[config.mk]
export PLATFORM = sky130hd
export DESIGN_NAME = gpio_pad_bank
export DESIGN_NICKNAME = d
export VERILOG_FILES = /design/src/rtl/gpb_pkg.sv /design/src/rtl/gpb_addr_decode.sv /design/src/rtl/gpb_pad_slice.sv /design/src/rtl/gpb_status.sv /design/src/rtl/gpio_pad_bank.sv
export SDC_FILE = /design/constraint.sdc
export NUM_CORES = 1
export LEC_CHECK = 0
export BUFFER_PORTS_ARGS = -buffer_cell sky130_fd_sc_hd__buf_2
export CAP_MARGIN = 30
export CELL_PAD_IN_SITES_DETAIL_PLACEMENT = 0
export CELL_PAD_IN_SITES_GLOBAL_PLACEMENT = 1
export CORE_UTILIZATION = 35
export CTS_BUF_LIST = sky130_fd_sc_hd__clkbuf_8
export CTS_CLUSTER_SIZE = 14
export DETAILED_ROUTE_END_ITERATION = 7
export PLACE_DENSITY_LB_ADDON = 0.1
export SLEW_MARGIN = 30
export SYNTH_ARGS = -nofsm -noshare
export SYNTH_HDL_FRONTEND = slang
export SYNTH_SLANG_ARGS = --single-unit
[constraint.sdc]
create_clock -name clk -period 1.67 [get_ports clk]
set_input_delay 0.2505 -clock clk [delete_from_list [all_inputs] [get_ports clk]]
set_output_delay 0.2505 -clock clk [all_outputs]
set_load 0.1 [all_outputs]
[src/rtl/gpb_pkg.sv]
package gpb_pkg;

    localparam int WORD_W = 32;

    // configuration word bit positions
    localparam int CFG_MUX_LO   = 0;
    localparam int CFG_MUX_W    = 3;
    localparam int CFG_PULL_LO  = 7;
    localparam int CFG_STR_LO   = 9;
    localparam int CFG_TRIG_LVL = 24;
    localparam int CFG_TRIG_POS = 25;
    localparam int CFG_TRIG_NEG = 26;
    localparam int CFG_DIRECT   = 27;
    localparam int CFG_OPEN_DRN = 31;

    // value word bit positions
    localparam int VAL_LVL  = 0;
    localparam int VAL_OE_N = 1;
    localparam int VAL_IE_N = 2;

    typedef enum logic [2:0] {
        SEL_NONE = 3'd0,
        SEL_CFG  = 3'd1,
        SEL_EXT1 = 3'd2,
        SEL_VAL  = 3'd3,
        SEL_EXT2 = 3'd4,
        SEL_STAT = 3'd5
    } reg_sel_e;

    typedef struct packed {
        logic ie_n;
        logic oe_n;
        logic lvl;
    } val_t;

    localparam val_t VAL_RESET = '{ie_n: 1'b1, oe_n: 1'b1, lvl: 1'b0};

endpackage

[src/rtl/gpb_addr_decode.sv]
module gpb_addr_decode
    import gpb_pkg::*;
#(
    parameter int                      NUM_PADS = 4,
    parameter int                      IDX_W    = 4,
    parameter int                      ADDR_W   = 10,
    parameter logic [NUM_PADS*IDX_W-1:0] PAD_MAP = '0
) (
    input  logic [ADDR_W-1:0]   addr,
    output logic [NUM_PADS-1:0] pad_hit,
    output logic                stat_hit,
    output reg_sel_e            sel
);

    localparam int GRP_W = ADDR_W - 2;
    localparam logic [ADDR_W-1:0] STAT_WORD = ADDR_W'(1) << (ADDR_W - 1);

    logic [GRP_W-1:0] grp;
    assign grp = addr[ADDR_W-1:2];

    for (genvar i = 0; i < NUM_PADS; i++) begin : g_hit
        logic [GRP_W-1:0] idx_ext;
        assign idx_ext    = {{(GRP_W-IDX_W){1'b0}}, PAD_MAP[i*IDX_W +: IDX_W]};
        assign pad_hit[i] = (grp == idx_ext);
    end

    assign stat_hit = (addr == STAT_WORD);

    always_comb begin
        sel = SEL_NONE;
        if (stat_hit) begin
            sel = SEL_STAT;
        end else if (|pad_hit) begin
            unique case (addr[1:0])
                2'd0: sel = SEL_CFG;
                2'd1: sel = SEL_EXT1;
                2'd2: sel = SEL_VAL;
                2'd3: sel = SEL_EXT2;
            endcase
        end
    end

endmodule

[src/rtl/gpb_pad_slice.sv]
module gpb_pad_slice
    import gpb_pkg::*;
(
    input  logic              clk,
    input  logic              rst_n,
    input  logic              wr_en,
    input  reg_sel_e          sel,
    input  logic [WORD_W-1:0] wdata,
    input  logic              pad_in,
    output logic [WORD_W-1:0] rd_word,
    output logic              pad_out,
    output logic              pad_oe,
    output logic              trig_level,
    output logic              trig_rise,
    output logic              trig_fall,
    output logic              direct_irq
);

    logic [WORD_W-1:0] cfg_q;
    logic [WORD_W-1:0] ext1_q;
    logic [WORD_W-1:0] ext2_q;
    val_t              val_q;
    logic              samp_q;

    always_ff @(posedge clk or negedge rst_n) begin
        if (!rst_n) begin
            cfg_q  <= '0;
            ext1_q <= '0;
            ext2_q <= '0;
            val_q  <= VAL_RESET;
        end else if (wr_en) begin
            unique case (sel)
                SEL_CFG:  cfg_q  <= wdata;
                SEL_EXT1: ext1_q <= wdata;
                SEL_EXT2: ext2_q <= wdata;
                SEL_VAL: begin
                    val_q.lvl  <= wdata[VAL_LVL];
                    val_q.oe_n <= wdata[VAL_OE_N];
                    val_q.ie_n <= wdata[VAL_IE_N];
                end
                default: ;
            endcase
        end
    end

    // input sampler: gated by active-low input enable
    always_ff @(posedge clk or negedge rst_n) begin
        if (!rst_n) samp_q <= 1'b0;
        else        samp_q <= val_q.ie_n ? 1'b0 : pad_in;
    end

    always_comb begin
        unique case (sel)
            SEL_CFG:  rd_word = cfg_q;
            SEL_EXT1: rd_word = ext1_q;
            SEL_EXT2: rd_word = ext2_q;
            SEL_VAL:  rd_word = {{(WORD_W-3){1'b0}}, val_q.ie_n, val_q.oe_n, samp_q};
            default:  rd_word = '0;
        endcase
    end

    logic mux_gpio;
    logic open_drn;
    assign mux_gpio = (cfg_q[CFG_MUX_LO +: CFG_MUX_W] == '0);
    assign open_drn = cfg_q[CFG_OPEN_DRN];

    assign pad_out    = open_drn ? 1'b0 : val_q.lvl;
    assign pad_oe     = !val_q.oe_n && mux_gpio && !(open_drn && val_q.lvl);
    assign trig_level = cfg_q[CFG_TRIG_LVL];
    assign trig_rise  = cfg_q[CFG_TRIG_POS];
    assign trig_fall  = cfg_q[CFG_TRIG_NEG];
    assign direct_irq = cfg_q[CFG_DIRECT];


    oe_off_after_disable_chk: assert property (@(posedge clk) disable iff (!rst_n)
        (wr_en && sel == SEL_VAL && wdata[VAL_OE_N]) |=> !pad_oe);


    open_drain_low_only_chk: assert property (@(posedge clk) disable iff (!rst_n)
        (pad_oe && open_drn) |-> !pad_out);


    input_gate_chk: assert property (@(posedge clk) disable iff (!rst_n)
        val_q.ie_n |=> !samp_q);

endmodule

[src/rtl/gpb_status.sv]
module gpb_status
    import gpb_pkg::*;
#(
    parameter int NUM_PADS = 4
) (
    input  logic                clk,
    input  logic                rst_n,
    input  logic                wr_en,
    input  logic [NUM_PADS-1:0] wbits,
    input  logic [NUM_PADS-1:0] pending,
    output logic [WORD_W-1:0]   rd_word,
    output logic [NUM_PADS-1:0] clear
);

    always_ff @(posedge clk or negedge rst_n) begin
        if (!rst_n)     clear <= '0;
        else if (wr_en) clear <= wbits;
        else            clear <= '0;
    end

    assign rd_word = {{(WORD_W-NUM_PADS){1'b0}}, pending};


    clear_follows_write_chk: assert property (@(posedge clk) disable iff (!rst_n)
        wr_en |=> (clear == $past(wbits)));


    clear_single_cycle_chk: assert property (@(posedge clk) disable iff (!rst_n)
        !wr_en |=> (clear == '0));

endmodule

[src/rtl/gpio_pad_bank.sv]
module gpio_pad_bank
    import gpb_pkg::*;
#(
    parameter int                        NUM_PADS = 4,
    parameter int                        IDX_W    = 4,
    parameter int                        ADDR_W   = 10,
    parameter logic [NUM_PADS*IDX_W-1:0] PAD_MAP  = {4'd5, 4'd2, 4'd7, 4'd0}
) (
    input  logic                clk,
    input  logic                rst_n,
    input  logic                bus_wr_en,
    input  logic                bus_rd_en,
    input  logic [ADDR_W-1:0]   bus_addr,
    input  logic [31:0]         bus_wdata,
    output logic [31:0]         bus_rdata,
    input  logic [NUM_PADS-1:0] pad_in,
    output logic [NUM_PADS-1:0] pad_out,
    output logic [NUM_PADS-1:0] pad_oe,
    output logic [NUM_PADS-1:0] trig_level,
    output logic [NUM_PADS-1:0] trig_rise,
    output logic [NUM_PADS-1:0] trig_fall,
    output logic [NUM_PADS-1:0] direct_irq,
    input  logic [NUM_PADS-1:0] irq_pending,
    output logic [NUM_PADS-1:0] irq_clear
);

    logic [NUM_PADS-1:0] pad_hit;
    logic                stat_hit;
    reg_sel_e            sel;

    gpb_addr_decode #(
        .NUM_PADS (NUM_PADS),
        .IDX_W    (IDX_W),
        .ADDR_W   (ADDR_W),
        .PAD_MAP  (PAD_MAP)
    ) u_dec (
        .addr     (bus_addr),
        .pad_hit  (pad_hit),
        .stat_hit (stat_hit),
        .sel      (sel)
    );

    logic [WORD_W-1:0] pad_rd [NUM_PADS];

    for (genvar i = 0; i < NUM_PADS; i++) begin : g_pad
        gpb_pad_slice u_slice (
            .clk        (clk),
            .rst_n      (rst_n),
            .wr_en      (bus_wr_en && pad_hit[i]),
            .sel        (sel),
            .wdata      (bus_wdata),
            .pad_in     (pad_in[i]),
            .rd_word    (pad_rd[i]),
            .pad_out    (pad_out[i]),
            .pad_oe     (pad_oe[i]),
            .trig_level (trig_level[i]),
            .trig_rise  (trig_rise[i]),
            .trig_fall  (trig_fall[i]),
            .direct_irq (direct_irq[i])
        );
    end

    logic [WORD_W-1:0] stat_rd;

    gpb_status #(.NUM_PADS(NUM_PADS)) u_stat (
        .clk     (clk),
        .rst_n   (rst_n),
        .wr_en   (bus_wr_en && stat_hit),
        .wbits   (bus_wdata[NUM_PADS-1:0]),
        .pending (irq_pending),
        .rd_word (stat_rd),
        .clear   (irq_clear)
    );

    logic [WORD_W-1:0] rd_mux;
    always_comb begin
        rd_mux = stat_hit ? stat_rd : '0;
        for (int i = 0; i < NUM_PADS; i++) begin
            if (pad_hit[i]) rd_mux = rd_mux | pad_rd[i];
        end
    end

    always_ff @(posedge clk or negedge rst_n) begin
        if (!rst_n)         bus_rdata <= '0;
        else if (bus_rd_en) bus_rdata <= rd_mux;
    end


    single_group_hit_chk: assert property (@(posedge clk) disable iff (!rst_n)
        $onehot0(pad_hit));


    unmapped_reads_zero_chk: assert property (@(posedge clk) disable iff (!rst_n)
        (bus_rd_en && sel == SEL_NONE) |=> (bus_rdata == '0));


    rdata_hold_chk: assert property (@(posedge clk) disable iff (!rst_n)
        !bus_rd_en |=> $stable(bus_rdata));

endmodule

==> Yosys cells after proc, flatten, opt, wreduce, memory -nomap -nowiden <==
Cells that the tools add are included.
{ "classes": {"addsub": 0, "mul": 0, "div_mod_pow": 0, "order_cmp": 0, "eq_ne": 11, "shift": 0, "muxes": 21, "bitwise_logic": 4, "n_reduce_logical": 48} }
{ "ops": {"columns": ["op", "count"], "rows": [
  ["$pmux 32 s4", 4],
  ["$mux 32", 4],
  ["$or 32x32->32", 3],
  ["$or 4x32->32", 1],
  ["$reduce_and 2->1", 16],
  ["$logic_and 1x1->1", 17],
  ["$eq 8x3->1 const B", 2],
  ["$logic_not 3->1", 4],
  ["$pmux 3 s4", 1],
  ["$eq 10x10->1 const B", 1],
  ["$eq 8x2->1 const B", 1],
  ["$logic_not 1->1", 8],
  ["$logic_not 8->1", 1],
  ["$mux 1", 8],
  ["$mux 4", 2],
  ["$eq 3x2->1 const B", 2],
  ["$mux 3", 2],
  ["$eq 2x2->1 const B", 2],
  ["$reduce_or 4->1", 1],
  ["$eq 3x1->1 const B", 1],
  ["$eq 3x3->1 const B", 1],
  ["$eq 2x1->1 const B", 1],
  ["$logic_not 2->1", 1]
]} }
{ "word_totals": {"regBits": 436, "latch_bits": 0, "ramBits": 0, "romBits": 0, "in_bits": 54, "output_inout_bits": 60, "word_cells": 114, "n_memories": 0} }

==> Longest topological paths before layout <==
{ "depth": {"ltp_word": 14, "mapped_depth": 11, "mapped_depth_nobuf": 7} }

==> Cells and area by module <==
Synthesis repeated with hierarchy kept, for this count alone.
{ "unflattened": {"hier_cells": 1625, "hier_area_um2": 22036.1} }
{ "by_module_without_submodules": {"columns": ["mod", "n_inst", "cells_each", "area_each_um2", "seq_area_each_um2"], "rows": [
  ["gpb_pad_slice", 4, 342, 4897.2, 2504.9],
  ["gpio_pad_bank", 1, 192, 1894.3, 800.8],
  ["gpb_status", 1, 41, 369.1, 100.1],
  ["gpb_addr_decode", 1, 24, 183.9, 0.0]
]} }

==> Least setup slack after synthesis <==
No wires, ideal clock.
{ "synth_timing": {"kind": "input port to flip-flop", "start": "in bus_addr[0]", "end": "reg bus_rdata[25]", "setup_ns": 0.082, "arrival_ns": 2.148, "required_ns": 1.588, "path_slack_ns": -0.560, "stages": 11, "path_buffers": 4, "cell_sequence": "inv_1 > ha_1 > clkbuf_1 > or2_1 > buf_2 > nor4b_4 > buf_4 > buf_2 > o2bb2ai_1 > a22oi_1 > a31oi_1"} }
{ "synth_via": {"elab_chain_len": 14, "elab_cells_between_ends": 24, "cone_classes": "eq/ne (8); mux (11); bitwise (4); reduce/logical (1)"} }
{ "synth_rtl": {"columns": ["item", "line_no", "text"], "rows": [
  ["start, declared", "gpio_pad_bank.sv:13", "input logic [ADDR_W-1:0] bus_addr,"],
  ["$eq 2x2->1, or another cell as far along", "gpb_addr_decode.sv:34", "unique case (addr[1:0])"],
  ["$pmux 3 s4", "gpb_addr_decode.sv:34", null],
  ["$mux 3", "gpb_addr_decode.sv:33", "end else if (|pad_hit) begin"],
  ["$mux 3 (*)", "gpb_addr_decode.sv:31", "if (stat_hit) begin"],
  ["$eq 3x2->1, or another cell as far along", "gpb_pad_slice.sv:53", "unique case (sel)"],
  ["$pmux 32 s4", "gpb_pad_slice.sv:53", null],
  ["$or 4x32->32", "gpio_pad_bank.sv:79", "if (pad_hit[i]) rd_mux = rd_mux | pad_rd[i];"],
  ["$mux 32", "gpio_pad_bank.sv:79", null],
  ["$or 32x32->32", "gpio_pad_bank.sv:79", null],
  ["$mux 32", "gpio_pad_bank.sv:79", null],
  ["$or 32x32->32", "gpio_pad_bank.sv:79", null],
  ["$mux 32", "gpio_pad_bank.sv:79", null],
  ["$or 32x32->32", "gpio_pad_bank.sv:79", null],
  ["$mux 32 (*)", "gpio_pad_bank.sv:79", null],
  ["end signal, assigned", "gpio_pad_bank.sv:85", "else if (bus_rd_en) bus_rdata <= rd_mux;"],
  ["end, declared", "gpio_pad_bank.sv:15", "output logic [31:0] bus_rdata,"]
]} }
Mark *: on every way between the ends. The rest lies on a longest branch, timed or not.
A chain may end at the register's enable or synchronous reset.

==> Final worst setup path <==
{ "layout_timing": {"start": "reg g_pad[1].u_slice.val_q[1] (netlist name)", "end": "out pad_oe[1]"} }
{ "layout_via": {"elab_chain_len": 3} }
{ "layout_rtl": {"columns": ["item", "line_no", "text"], "rows": [
  ["start, declared", "gpb_pad_slice.sv:22", "val_t val_q;"],
  ["$logic_not 1->1", "gpb_pad_slice.sv:68", "assign pad_oe = !val_q.oe_n && mux_gpio && !(open_drn && val_q.lvl);"],
  ["$logic_and 1x1->1 (2 in a row)", "gpb_pad_slice.sv:68", null],
  ["end, declared", "gpio_pad_bank.sv:18", "output logic [NUM_PADS-1:0] pad_oe,"]
]} }
Every way passes these cells.

==> results.json <==
{
  "num_rows": 87,
  "vias_per_cell": 5.47,
  "path_max_fanout": 3,
  "drtAntennaViolNets": 0,
  "yosysTopAreaCellShare_pct": 53.7,
  "outcome": "complete, but fails checks",
  "dp_cells": 2368,
  "synth-adder-area-share_pct": 0.251,
  "clockBufferDepth": 3,
  "place_congestion": 0.751,
  "cts_tree": "done",
  "syn_inst": 1505,
  "finalNetCount": 1851,
  "maxCapViolCount": 0,
  "final_area_sq_mm": 0.0272,
  "yosysMostFrequentCell": "dfrtp_1",
  "synth_commonest_cells": "dfrtp_1, mux2_2, a22oi_1",
  "tightestPinTransition_ps": 472,
  "period_needed_ps": 2190,
  "grt_pass1_wl_microns": 92800,
  "die_w_microns": 241,
  "fillCellCount": 5126,
  "layout-drive-gt1-share_pct": 51.6,
  "wire_per_inst_microns": 26.1,
  "end_kind": "primary output",
  "hold_path.class": "input port to flop",
  "route.vias.total": 14300,
  "diodes": 0,
  "rsz0062_at_grt": "yes",
  "syn_avg_cell_area_sq_um": 13.2,
  "synthTopCellsByArea": "dfrtp_1, mux2_2, a22oi_1, o2bb2ai_1, buf_4",
  "arrival_ps": 1940,
  "crit_slowest_cell": "or4_4",
  "h-tree-depth": 3,
  "synth_top_area_cell": "dfrtp_1",
  "fp.dieH_microns": 241,
  "setup_viol": 236,
  "synth_ff_type": "dfrtp_1",
  "antenna_found_initial": 0,
  "crit_required_ps": 1420,
  "core-area_sq_mm": 0.0564,
  "post-route-period-util_pct": 131,
  "cts.sinks": 436,
  "dieArea_sq_mm": 0.0579,
  "cellLeakagePower_nw": 12.4,
  "worst_slack_ps": -524,
  "grt_max_degree": 74,
  "grt_pass1_vias": 14700,
  "start_util_pct": 35.4,
  "port_buffers": 113,
  "startpoint": "g_pad[1].u_slice.val_q[1]",
  "cp-start-kind": "flop",
  "route.detailed.drc": 0,
  "p_per_area_mw_per_mm2": 853,
  "root_buffer": "clkbuf_8",
  "max_freq_ghz": 0.456,
  "r2r-start": "g_pad[0].u_slice.cfg_q[2]",
  "yosys_warnings": 0,
  "synth_top_family_by_area": "multiplexers",
  "synth_edf_count": 0,
  "max_stage_delay_ps": 570,
  "grt.total_usage_pct": 21.5,
  "yosys.cell_types.count": 49,
  "post-dp-hpwl_microns": 37500,
  "fin_worst_skew_ps": 21.3,
  "finalHoldViolCount": 0,
  "synthXorXnorAreaFrac_pct": 0.0439,
  "first_pass_iters": 5,
  "maxSlewViolCount": 0,
  "clk_pin_slew_ps": 60,
  "final_cells": 2612,
  "path_cells": "or4_4 -> a21oi_4 -> buf_12",
  "cts_buffers": 82,
  "gr-total-overflow": 0,
  "maxSlewHeadroom_pct": 68.3,
  "irDropWorstVdd_v": 0.000490,
  "clock_latency_ps": 670,
  "violations": "negative setup slack",
  "syn_area_sq_mm": 0.0199,
  "ys_ff_latch": 436,
  "synth_fp_nets": 1563,
  "multi_input_area_sq_mm": 0.00913,
  "io-pin-count": 114,
  "yosysSeqAreaShare_pct": 54.8,
  "ys_async_sr_fraction_pct": 100,
  "seq_area_sq_mm": 0.0109,
  "wirelength_microns": 68200,
  "synth_compound_area_share_pct": 14.0,
  "synth-simple-area-share_pct": 3.37,
  "drt_iter0_markers": 775,
  "hold_start": "irq_pending[2]",
  "worstSetupPathType": "flop to primary output",
  "muxShareOfSynthArea_pct": 22.8,
  "syn2layout_area_growth_pct": 36.2,
  "setup_tns_ps": -10060,
  "dpl_cell_area_sq_mm": 0.0229
}
-- repair_timing --
item | CTS | global route
endpoints found under the setup margin | 202 | 253
endpoints found under the hold margin | 664 | 0
cloned | 1 | 35
buffers inserted | 10 | 18
pin swaps | 7 | 40
gates resized for setup | 110 | 225
hold buffers | 35 | 0
-- per-stage QoR --
step / total power [mW] / setup WS, ps / hold slack, ps / utilization [%]
global route: 24.2 / -588 / 5.78 / 48.2
finish: 23.2 / -524 / 20.5 / 48.2
detailed placement: 12.9 / -764 / 161 / 40.6
global placement: 12.9 / -748 / 164 / 40.6
CTS: 23.4 / -582 / 3.24 / 44.9
floorplan: 11.8 / -484 / -45.1 / -
-- logic make-up after synthesis --
family,after synthesis
AO/OA/AOI/OAI,357
XOR/XNOR,1
adder cells (fa/ha/maj),4
buffers and inverters,178
flip-flops,436
multiplexers,404
AND/OR/NAND/NOR,125
-- where the power goes --
group | leakage [nW] | internal [mW] | switching [mW]
Sequential | 6.00 | 10.6 | 0.0596
Combinational | 5.41 | 0.693 | 1.51
Clock | 0.952 | 5.60 | 4.66
Total | 12.4 | 16.9 | 6.23
-- metal layers --
metal | vias up | wire (microns) | track usage [%] | part of all wire [%]
met4 | 0 | 1340 | 6.22 | 2.0
met2 | 339 | 32600 | 35.0 | 48
met1 | 7616 | 31100 | 29.5 | 46
met3 | 81 | 3160 | 3.53 | 4.6
met5 | - | 0 | 0 | 0
li1 | 6249 | - | - | -
-- flip-flops by register name, indices dropped and copies added (netlist names) --
signal	cells
g_pad.u_slice.ext1_q	128
g_pad.u_slice.cfg_q	128
g_pad.u_slice.val_q	12
g_pad.u_slice.samp_q	4
g_pad.u_slice.ext2_q	128
u_stat.clear	4
bus_rdata	32
-- placed cells by master, fill, tap and decap left out, drive strengths merged, types with 9 or more instances in the layout --
cell type    netlist  routed
inv                3      33
clkinv             0      11
a31oi             29      29
buf              100     318
nor2              53      53
mux2             396     396
dlygate4sd3        0      35
a22oi            177     177
nand2             17      17
clkbuf            75     130
o2bb2ai          116     116
nand3              9       9
dfrtp            428     428
-- final timing paths --
kind,end,slack (ps),cells past startpoint
min,bus_rdata[2],20,4
min reg2reg,g_pad[1].u_slice.ext1_q[3],500,1
max,pad_oe[1],-520,3
max reg2reg,bus_rdata[2],110,7
max in group asynchronous,g_pad[2].u_slice.ext2_q[6],830,3
min in group asynchronous,g_pad[3].u_slice.cfg_q[13],70,2
-- worst max-delay path, delay by kind of cell, from the launching register on --
kind	cells	cell delay, ps
simple gates	1	570
flops	1	380
buf+inv	1	190
compound gates	1	160
-- cell type report --
cell class	instances	area share, %
Inverter	3	0.0783
Multi-Input combinational cell	891	33.6
Timing Repair Buffer	379	16.6
Sequential cell	436	40.2
Clock buffer	104	5.27
Tap cell	756	3.48
Clock inverter	43	0.728
(Power assumes the default switching activity.)
